===== config.mk =====
export PLATFORM = sky130hd
export DESIGN_NAME = dq_tx_channel
export DESIGN_NICKNAME = d
export VERILOG_FILES = /design/src/rtl/dq_pkg.sv /design/src/rtl/dq_desc_ram.sv /design/src/rtl/dq_data_ram.sv /design/src/rtl/dq_engine.sv /design/src/rtl/dq_cpl_fifo.sv /design/src/rtl/dq_tx_channel.sv
export SDC_FILE = /design/constraint.sdc
export NUM_CORES = 2
export LEC_CHECK = 0
export ABC_AREA = 1
export ABC_CLOCK_PERIOD_IN_PS = 2900
export BUFFER_PORTS_ARGS = -buffer_cell sky130_fd_sc_hd__buf_2
export CAP_MARGIN = 25
export CORE_MARGIN = 2
export CORE_UTILIZATION = 25
export CTS_BUF_LIST = sky130_fd_sc_hd__clkbuf_16
export CTS_CLUSTER_SIZE = 12
export DETAILED_ROUTE_END_ITERATION = 8
export PLACE_DENSITY_LB_ADDON = 0.05
export SYNTH_ARGS = -nofsm -noshare
export SYNTH_HDL_FRONTEND = slang
export SYNTH_SLANG_ARGS = --single-unit

===== constraint.sdc =====
create_clock -name clk_i -period 2.9 [get_ports clk_i]
set_input_delay 0.58 -clock clk_i [delete_from_list [all_inputs] [get_ports clk_i]]
set_output_delay 0.58 -clock clk_i [all_outputs]
set_load 0.005 [all_outputs]

===== src/rtl/dq_pkg.sv =====
`timescale 1ns/1ps
package dq_pkg;
  localparam int MODE_SOP = 31;
  localparam int MODE_EOP = 30;
  localparam int MODE_OWN = 29;
  localparam int MODE_EOQ = 28;
  localparam int LEN_W    = 11;

  typedef enum logic [1:0] {ST_IDLE, ST_FETCH, ST_SEND, ST_WB} eng_st_e;
endpackage


===== src/rtl/dq_desc_ram.sv =====
`timescale 1ns/1ps
module dq_desc_ram #(
  parameter int ENTRIES = 4
) (
  input  logic                     clk_i,
  input  logic                     sw_we_i,
  input  logic [$clog2(ENTRIES*4)-1:0] sw_widx_i,
  input  logic [31:0]              sw_wdata_i,
  input  logic [$clog2(ENTRIES*4)-1:0] sw_ridx_i,
  output logic [31:0]              sw_rdata_o,
  input  logic [((ENTRIES>1)?$clog2(ENTRIES):1)-1:0] eng_idx_i,
  output logic [3:0][31:0]         eng_words_o,
  input  logic                     eng_we_i,
  input  logic [31:0]              eng_wdata_i
);
  localparam int WORDS = ENTRIES * 4;
  localparam int WI_W  = $clog2(WORDS);

  logic [31:0] mem_q [WORDS];

  always_ff @(posedge clk_i) begin
    if (sw_we_i) mem_q[sw_widx_i] <= sw_wdata_i;
    else if (eng_we_i) mem_q[WI_W'({eng_idx_i, 2'd3})] <= eng_wdata_i;
  end

  assign sw_rdata_o = mem_q[sw_ridx_i];

  for (genvar w = 0; w < 4; w++) begin : g_word
    assign eng_words_o[w] = mem_q[WI_W'({eng_idx_i, w[1:0]})];
  end
endmodule


===== src/rtl/dq_data_ram.sv =====
`timescale 1ns/1ps
module dq_data_ram #(
  parameter int WORDS = 32
) (
  input  logic                     clk_i,
  input  logic                     sw_we_i,
  input  logic [$clog2(WORDS)-1:0] sw_widx_i,
  input  logic [31:0]              sw_wdata_i,
  input  logic [$clog2(WORDS)-1:0] sw_ridx_i,
  output logic [31:0]              sw_rdata_o,
  input  logic [$clog2(WORDS)-1:0] eng_ridx_i,
  output logic [31:0]              eng_rdata_o
);
  logic [31:0] mem_q [WORDS];

  always_ff @(posedge clk_i) begin
    if (sw_we_i) mem_q[sw_widx_i] <= sw_wdata_i;
  end

  assign sw_rdata_o  = mem_q[sw_ridx_i];
  assign eng_rdata_o = mem_q[eng_ridx_i];
endmodule


===== src/rtl/dq_engine.sv =====
`timescale 1ns/1ps
module dq_engine import dq_pkg::*; #(
  parameter int ADDR_W  = 8,
  parameter int ENT_W   = 2,
  parameter int DATA_AW = 5
) (
  input  logic              clk_i,
  input  logic              rst_ni,
  input  logic              srst_i,
  input  logic              start_i,
  input  logic [ADDR_W-1:0] start_ptr_i,
  output logic              busy_o,
  output logic [ADDR_W-1:0] cur_ptr_o,
  output logic [ENT_W-1:0]  desc_idx_o,
  input  logic [3:0][31:0]  desc_words_i,
  input  logic              stall_i,
  output logic              wb_we_o,
  output logic [31:0]       wb_data_o,
  input  logic              cpl_full_i,
  output logic              cpl_push_o,
  output logic [ADDR_W-1:0] cpl_ptr_o,
  output logic [DATA_AW-1:0] dat_widx_o,
  input  logic [31:0]       dat_word_i,
  output logic              tx_valid_o,
  output logic [7:0]        tx_data_o,
  output logic              tx_sop_o,
  output logic              tx_eop_o,
  input  logic              tx_ready_i
);
  localparam int DATA_BW = DATA_AW + 2;

  eng_st_e            st_q;
  logic [ADDR_W-1:0]  cur_q;
  logic [DATA_BW-1:0] buf_q;
  logic [LEN_W-1:0]   len_q, cnt_q;
  logic               sop_q, eop_q;

  logic [31:0]        mode;
  logic               next_nz, last, wb_go;
  logic [DATA_BW-1:0] byte_addr;

  assign mode      = desc_words_i[3];
  assign next_nz   = |desc_words_i[0];
  assign byte_addr = buf_q + cnt_q[DATA_BW-1:0];
  assign last      = (cnt_q == len_q - 1'b1);
  assign wb_go     = (st_q == ST_WB) && !stall_i && !cpl_full_i;

  always_ff @(posedge clk_i or negedge rst_ni) begin
    if (!rst_ni) begin
      st_q  <= ST_IDLE;
      cur_q <= '0;
      buf_q <= '0;
      len_q <= '0;
      cnt_q <= '0;
      sop_q <= 1'b0;
      eop_q <= 1'b0;
    end else if (srst_i) begin
      st_q <= ST_IDLE;
    end else begin
      unique case (st_q)
        ST_IDLE: if (start_i) begin
          cur_q <= start_ptr_i;
          st_q  <= ST_FETCH;
        end
        ST_FETCH: begin
          if (!mode[MODE_OWN]) st_q <= ST_IDLE;
          else begin
            buf_q <= desc_words_i[1][DATA_BW-1:0];
            len_q <= desc_words_i[2][LEN_W-1:0];
            sop_q <= mode[MODE_SOP];
            eop_q <= mode[MODE_EOP];
            cnt_q <= '0;
            st_q  <= (desc_words_i[2][LEN_W-1:0] == '0) ? ST_WB : ST_SEND;
          end
        end
        ST_SEND: if (tx_ready_i) begin
          if (last) st_q <= ST_WB;
          else cnt_q <= cnt_q + 1'b1;
        end
        ST_WB: if (wb_go) begin
          if (next_nz) begin
            cur_q <= desc_words_i[0][ADDR_W-1:0];
            st_q  <= ST_FETCH;
          end else st_q <= ST_IDLE;
        end
        default: st_q <= ST_IDLE;
      endcase
    end
  end

  always_comb begin
    wb_data_o           = mode;
    wb_data_o[MODE_OWN] = 1'b0;
    wb_data_o[MODE_EOQ] = !next_nz;
  end

  assign busy_o     = (st_q != ST_IDLE);
  assign cur_ptr_o  = cur_q;
  assign desc_idx_o = cur_q[ENT_W+3:4];
  assign wb_we_o    = wb_go;
  assign cpl_push_o = wb_go;
  assign cpl_ptr_o  = cur_q;
  assign dat_widx_o = byte_addr[DATA_BW-1:2];
  assign tx_valid_o = (st_q == ST_SEND);
  assign tx_data_o  = dat_word_i[{byte_addr[1:0], 3'b000} +: 8];
  assign tx_sop_o   = tx_valid_o && sop_q && (cnt_q == '0);
  assign tx_eop_o   = tx_valid_o && eop_q && last;

  assert_hold_R3: assert property (@(posedge clk_i) disable iff (!rst_ni || srst_i)
    tx_valid_o && !tx_ready_i |=> tx_valid_o && $stable(tx_data_o) &&
                                  $stable(tx_sop_o) && $stable(tx_eop_o));
endmodule


===== src/rtl/dq_cpl_fifo.sv =====
`timescale 1ns/1ps
module dq_cpl_fifo #(
  parameter int DEPTH = 4,
  parameter int AW    = 8
) (
  input  logic          clk_i,
  input  logic          rst_ni,
  input  logic          flush_i,
  input  logic          push_i,
  input  logic [AW-1:0] push_ptr_i,
  input  logic          ack_i,
  input  logic [AW-1:0] ack_ptr_i,
  output logic          empty_o,
  output logic          full_o,
  output logic          err_o,
  output logic [AW-1:0] last_o
);
  localparam int PW = (DEPTH > 1) ? $clog2(DEPTH) : 1;
  localparam int CW = $clog2(DEPTH + 1);

  logic [AW-1:0] mem_q [DEPTH];
  logic [PW-1:0] wp_q, rp_q;
  logic [CW-1:0] cnt_q;
  logic          ack_ok, ack_bad, push_ok;

  assign empty_o = (cnt_q == '0);
  assign full_o  = (cnt_q == CW'(DEPTH));
  assign ack_ok  = ack_i && !empty_o && (ack_ptr_i == mem_q[rp_q]);
  assign ack_bad = ack_i && !ack_ok;
  assign push_ok = push_i && !full_o;

  function automatic logic [PW-1:0] bump(input logic [PW-1:0] p);
    return (p == PW'(DEPTH - 1)) ? '0 : p + 1'b1;
  endfunction

  always_ff @(posedge clk_i or negedge rst_ni) begin
    if (!rst_ni) begin
      wp_q <= '0; rp_q <= '0; cnt_q <= '0; err_o <= 1'b0; last_o <= '0;
    end else if (flush_i) begin
      wp_q <= '0; rp_q <= '0; cnt_q <= '0; err_o <= 1'b0; last_o <= '0;
    end else begin
      if (push_ok) wp_q <= bump(wp_q);
      if (ack_ok) begin
        rp_q   <= bump(rp_q);
        last_o <= ack_ptr_i;
      end
      if (ack_bad) err_o <= 1'b1;
      cnt_q <= cnt_q + CW'(push_ok) - CW'(ack_ok);
    end
  end

  always_ff @(posedge clk_i) begin
    if (push_ok) mem_q[wp_q] <= push_ptr_i;
  end

  assert_push_room_R7: assert property (@(posedge clk_i) disable iff (!rst_ni)
    push_i |-> !full_o);
  assert_irq_R7: assert property (@(posedge clk_i) disable iff (!rst_ni)
    push_i && !flush_i |=> !empty_o);
  assert_err_cause_R8: assert property (@(posedge clk_i) disable iff (!rst_ni)
    $rose(err_o) |-> $past(ack_i));
endmodule


===== src/rtl/dq_tx_channel.sv =====
`timescale 1ns/1ps
module dq_tx_channel #(
  parameter int ADDR_W      = 8,
  parameter int DESC_NUM    = 4,
  parameter int DATA_WORDS  = 32,
  parameter int SRST_CYCLES = 8
) (
  input  logic              clk_i,
  input  logic              rst_ni,
  input  logic              reg_we_i,
  input  logic [ADDR_W-1:0] reg_addr_i,
  input  logic [31:0]       reg_wdata_i,
  output logic [31:0]       reg_rdata_o,
  output logic              tx_valid_o,
  input  logic              tx_ready_i,
  output logic [7:0]        tx_data_o,
  output logic              tx_sop_o,
  output logic              tx_eop_o,
  output logic              irq_o,
  output logic              err_o
);
  localparam int DW_IDX  = $clog2(DESC_NUM * 4);
  localparam int ENT_W   = (DESC_NUM > 1) ? $clog2(DESC_NUM) : 1;
  localparam int DATA_AW = $clog2(DATA_WORDS);
  localparam int SRST_W  = $clog2(SRST_CYCLES + 1);

  logic is_ctl, is_desc, is_data;
  logic [1:0] ctl_sel;
  assign is_ctl  = (reg_addr_i[ADDR_W-1:ADDR_W-2] == 2'b00);
  assign is_desc = (reg_addr_i[ADDR_W-1:ADDR_W-2] == 2'b01);
  assign is_data = reg_addr_i[ADDR_W-1];
  assign ctl_sel = reg_addr_i[3:2];

  logic              en_q, srst_busy, busy, cpl_empty, cpl_full;
  logic [SRST_W-1:0] srst_cnt_q;
  logic              start, ack, desc_we, eng_wb_we, cpl_push;
  logic [ADDR_W-1:0] cur_ptr, cpl_ptr, last_ack;
  logic [ENT_W-1:0]  desc_idx;
  logic [3:0][31:0]  desc_words;
  logic [31:0]       wb_data, desc_rdata, data_rdata, dat_word;
  logic [DATA_AW-1:0] dat_widx;

  assign srst_busy = (srst_cnt_q != '0);
  assign desc_we   = reg_we_i && is_desc;
  assign start     = reg_we_i && is_ctl && (ctl_sel == 2'd1) && en_q && !busy &&
                     !srst_busy && (reg_wdata_i[ADDR_W-1:0] != '0);
  assign ack       = reg_we_i && is_ctl && (ctl_sel == 2'd2) && !srst_busy;

  always_ff @(posedge clk_i or negedge rst_ni) begin
    if (!rst_ni) begin
      en_q       <= 1'b0;
      srst_cnt_q <= '0;
    end else begin
      if (srst_busy) srst_cnt_q <= srst_cnt_q - 1'b1;
      else if (reg_we_i && is_ctl && ctl_sel == 2'd3 && reg_wdata_i[0])
        srst_cnt_q <= SRST_W'(SRST_CYCLES);
      if (srst_busy) en_q <= 1'b0;
      else if (reg_we_i && is_ctl && ctl_sel == 2'd0) en_q <= reg_wdata_i[0];
    end
  end

  dq_desc_ram #(.ENTRIES(DESC_NUM)) u_desc (
    .clk_i       (clk_i),
    .sw_we_i     (desc_we),
    .sw_widx_i   (reg_addr_i[DW_IDX+1:2]),
    .sw_wdata_i  (reg_wdata_i),
    .sw_ridx_i   (reg_addr_i[DW_IDX+1:2]),
    .sw_rdata_o  (desc_rdata),
    .eng_idx_i   (desc_idx),
    .eng_words_o (desc_words),
    .eng_we_i    (eng_wb_we),
    .eng_wdata_i (wb_data)
  );

  dq_data_ram #(.WORDS(DATA_WORDS)) u_data (
    .clk_i       (clk_i),
    .sw_we_i     (reg_we_i && is_data),
    .sw_widx_i   (reg_addr_i[DATA_AW+1:2]),
    .sw_wdata_i  (reg_wdata_i),
    .sw_ridx_i   (reg_addr_i[DATA_AW+1:2]),
    .sw_rdata_o  (data_rdata),
    .eng_ridx_i  (dat_widx),
    .eng_rdata_o (dat_word)
  );

  dq_engine #(.ADDR_W(ADDR_W), .ENT_W(ENT_W), .DATA_AW(DATA_AW)) u_eng (
    .clk_i        (clk_i),
    .rst_ni       (rst_ni),
    .srst_i       (srst_busy),
    .start_i      (start),
    .start_ptr_i  (reg_wdata_i[ADDR_W-1:0]),
    .busy_o       (busy),
    .cur_ptr_o    (cur_ptr),
    .desc_idx_o   (desc_idx),
    .desc_words_i (desc_words),
    .stall_i      (desc_we),
    .wb_we_o      (eng_wb_we),
    .wb_data_o    (wb_data),
    .cpl_full_i   (cpl_full),
    .cpl_push_o   (cpl_push),
    .cpl_ptr_o    (cpl_ptr),
    .dat_widx_o   (dat_widx),
    .dat_word_i   (dat_word),
    .tx_valid_o   (tx_valid_o),
    .tx_data_o    (tx_data_o),
    .tx_sop_o     (tx_sop_o),
    .tx_eop_o     (tx_eop_o),
    .tx_ready_i   (tx_ready_i)
  );

  dq_cpl_fifo #(.DEPTH(DESC_NUM), .AW(ADDR_W)) u_cpl (
    .clk_i      (clk_i),
    .rst_ni     (rst_ni),
    .flush_i    (srst_busy),
    .push_i     (cpl_push),
    .push_ptr_i (cpl_ptr),
    .ack_i      (ack),
    .ack_ptr_i  (reg_wdata_i[ADDR_W-1:0]),
    .empty_o    (cpl_empty),
    .full_o     (cpl_full),
    .err_o      (err_o),
    .last_o     (last_ack)
  );

  assign irq_o = !cpl_empty;

  always_comb begin
    reg_rdata_o = '0;
    if (is_data) reg_rdata_o = data_rdata;
    else if (is_desc) reg_rdata_o = desc_rdata;
    else begin
      unique case (ctl_sel)
        2'd0: reg_rdata_o = {31'd0, en_q};
        2'd1: reg_rdata_o = busy ? 32'(cur_ptr) : 32'd0;
        2'd2: reg_rdata_o = 32'(last_ack);
        default: reg_rdata_o = {31'd0, srst_busy};
      endcase
    end
  end

  assert_wb_gap_R4: assert property (@(posedge clk_i) disable iff (!rst_ni)
    eng_wb_we |-> !desc_we);
  assert_srst_stop_R9: assert property (@(posedge clk_i) disable iff (!rst_ni)
    srst_busy |=> !tx_valid_o);
endmodule


==> results.py <==
metrics = {
    "layout": {
        "nets": 8808,
        "layout_commonest_cell": "nand2_1",
        "final_util": 0.349,
        "layout-drive-gt1-share": 0.256,
        "syn_to_final_growth_pct": 38.8,
        "final_cells": 13100,
        "final_cell_mix": "nand2_1, edfxtp_1, nand3_1",
        "fillers": 31200,
    },
    "critical_path": {
        "worstSetupPathType": "reg2out",
        "end_kind": "primary output",
        "critPathMaxFanout": 7,
        "cp.arrival_ns": 3.94,
        "cp-start-kind": "flip-flop",
        "crit_required_ns": 2.32,
    },
    "clock_tree": {
        "cts.reportedPaths.clkPinSlew_ns": 0.06,
        "cts_root_buffer": "clkbuf_16",
        "clock_latency_ns": 0.92,
        "cts_sinks": 1630,
        "htree_levels": 4,
        "cts_tree": "built",
        "cts_buffers": 210,
        "clk_path_buf_depth": 4,
    },
    "timing": {
        "fmax_ghz": 0.221,
        "drv_slew": 0,
        "worst_clock_skew_ns": 0.0476,
        "min_period_ns": 4.52,
        "worst_slack_ns": -1.62,
        "relSlewSlack": 0.268,
        "worst_pin_slew_ns": 1.10,
        "timing.final.crit_share": 1.56,
        "grt_setup_unrepaired": "yes",
        "finalSetupViolations": 41,
        "timing.hold.ws_ns": 0.0756,
        "hold_viol": 0,
    },
    "power_and_ir_drop": {
        "leakagePower_uw": 0.0419,
        "power_density_nw_per_um2": 627,
        "peakVddDrop_mv": 0.440,
    },
    "synthesis": {
        "synth.avg_cell_area_um2": 10.0,
        "seq_area_frac_synth": 0.621,
        "synth_area_leader_cell": "edfxtp_1",
        "yosysWarningCount": 0,
        "netlist_area_um2": 78300,
        "syn_inst": 7803,
        "synth_fp_nets": 7865,
        "synth.distinct_cells": 61,
        "synth_area_leaders": "edfxtp_1, nand2_1, nand3_1",
        "synth.top_cell.area_share": 0.602,
        "synth_seq_cells": 1630,
    },
    "die": {
        "core_area_um2": 312000,
        "dieArea_um2": 318000,
        "die_w_um": 564,
        "pin_count": 89,
        "die_h_um": 564,
        "initial_core_util": 0.251,
        "std_cell_rows": 205,
    },
    "run_status": {
        "violations": "setup timing",
        "status": "finished, violations left",
    },
    "drt": {
        "avgRoutedWirePerCell_um": 33.4,
        "wl_um": 436000,
        "vias": 68600,
        "drc_errors": 0,
        "ant_nets": 0,
        "drtPass1Iterations": 6,
        "drt_iter0_drc": 7067,
        "post_drt_via_cell_ratio": 5.25,
    },
    "run": {
        "maxCapViolCount": 0,
    },
    "placement": {
        "gp_congestion": 0.850,
        "io_buffers": 86,
        "place_hpwl_um": 278000,
        "dp_cells": 12400,
    },
    "global_route": {
        "grt_pass1_vias": 67700,
        "grt_first_pass_wirelength_um": 585000,
        "grt_overflow": 0,
        "track_usage": 0.266,
        "grt_max_degree": 95,
        "antenna_found_initial": 28,
    },
    "worst_hold_path": {
        "hold_path_class": "in2reg",
    },
}
-- Yosys cell counts, drive strengths merged --
master and count:
nor3 52, edfxtp 1568, o41ai 1, a22oi 479, nor2 293, o21ai 375
xor2 21, nand3b 5, o211a 2, a32o 3, a2111oi 1, ha 16
a221oi 61, nand4 116, a31oi 18, o311ai 1, clkinv 1, clkbuf 139
or2 31, o2111ai 15, o22ai 55, inv 420, and3 1, o221ai 28
nand2 2189, o22a 5, xnor2 10, o211ai 12, a41oi 7, a211oi 2
dfrtp 62, a21o 19, a22o 6, buf 436, a21oi 168, fa 2
nand3 1164, nand2b 1, o2bb2ai 5, nor4 11, nor3b 2
-- registers in the layout, indices dropped and copies added (netlist names), 2 cells and up --
register         count
u_data.mem_q      1024
u_desc.mem_q       512
u_cpl.mem_q         32
u_eng.cnt_q         11
u_eng.len_q         11
u_cpl.last_o         8
u_eng.cpl_ptr_o      8
u_eng.buf_q          7
srst_cnt_q           4
u_cpl.cnt_q          3
u_cpl.rp_q           2
u_cpl.wp_q           2
u_eng.st_q           2
-- area by class of cell --
type / instances / area, µm² / area share
Antenna cell: 7 / 17.5 / 0.000161
Clock buffer: 215 / 5380 / 0.0495
Clock inverter: 163 / 1300 / 0.0120
Inverter: 421 / 1700 / 0.0156
Multi-Input combinational cell: 5177 / 29200 / 0.269
Sequential cell: 1630 / 48600 / 0.448
Tap cell: 4140 / 5180 / 0.0477
Timing Repair Buffer: 1306 / 17200 / 0.158
-- metal layers --
layer	global-route usage	wire, µm
met4	0.0992	18400
met5	0	23
met1	0.353	187000
met2	0.443	207000
met3	0.0315	23900
-- worst max-delay path, stage by stage, from the launching register on --
cell	delay, ns
dfrtp_1	0.41
ha_2	0.21
fa_2	0.45
inv_2	0.09
nand2_4	0.08
nand2_8	0.10
buf_12	0.17
buf_16	0.18
buf_12	0.14
buf_4	0.11
nand2_1	0.05
o21ai_2	0.06
inv_1	0.05
nand2_1	0.07
nand3_2	0.08
nand3_2	0.08
nand3_2	0.07
nand3_2	0.09
buf_6	0.14
nand3_4	0.13
nand2_4	0.14
buf_6	0.10
-- stage by stage --
| stage | TNS, ns | instance area (µm²) | total power (µW) | worst slack (ns) |
|---|---|---|---|---|
| after detailed placement | -288.66 | 93500 | 39600 | -1.25 |
| after global routing | -33.58 | 109000 | 70400 | -1.74 |
| after floorplan | -241.14 | 78400 | 32500 | -0.511 |
| after global placement | -319.57 | 93500 | 39700 | -1.28 |
| final | -30.09 | 109000 | 68100 | -1.62 |
| after CTS | -30.89 | 106000 | 67900 | -1.67 |
-- power by group --
| group | leakage, µW | total (µW) | internal [µW] | switching (µW) |
|---|---|---|---|---|
| clock network | 0.00343 | 26200 | 15200 | 11000 |
| logic | 0.0235 | 15500 | 5820 | 9670 |
| registers | 0.0150 | 26400 | 26100 | 258 |
-- final timing paths --
check	from	to	slack [ns]	cells after the start
worst min register to register	srst_cnt_q[0]	srst_cnt_q[0]	0.46	1
worst max-delay path	u_eng.cnt_q[0]	tx_data_o[4]	-1.62	21
worst max register to register	u_cpl.rp_q[0]	u_cpl.cnt_q[2]	0.14	16
max in group asynchronous	rst_ni	u_eng.len_q[2]	2.00	3
min in group asynchronous	rst_ni	u_eng.cnt_q[4]	0.21	2
worst min-delay path	reg_wdata_i[14]	u_data.mem_q[4][14]	0.08	1
-- what timing repair did --
action | CTS | global route
setup endpoints to repair | 43 | 45
endpoints found under the hold margin | 17 | 0
hold buffers | 1 | 0
pin swaps | 242 | 255
gates cloned | 37 | 19
resized for setup | 829 | 396
buffers inserted | 165 | 73
-- cells by family (layout without fill, tap and decap cells) --
family,after synthesis,in the layout,synth area share
compound gates,1263,1263,0.105
fa+ha+maj,18,18,0.00307
buf+inv,996,2105,0.0551
xor+xnor,31,31,0.00347
flops,1630,1630,0.621
other cells,0,7,0
simple gates,3865,3865,0.212
Power figures use the tool's default switching activity.
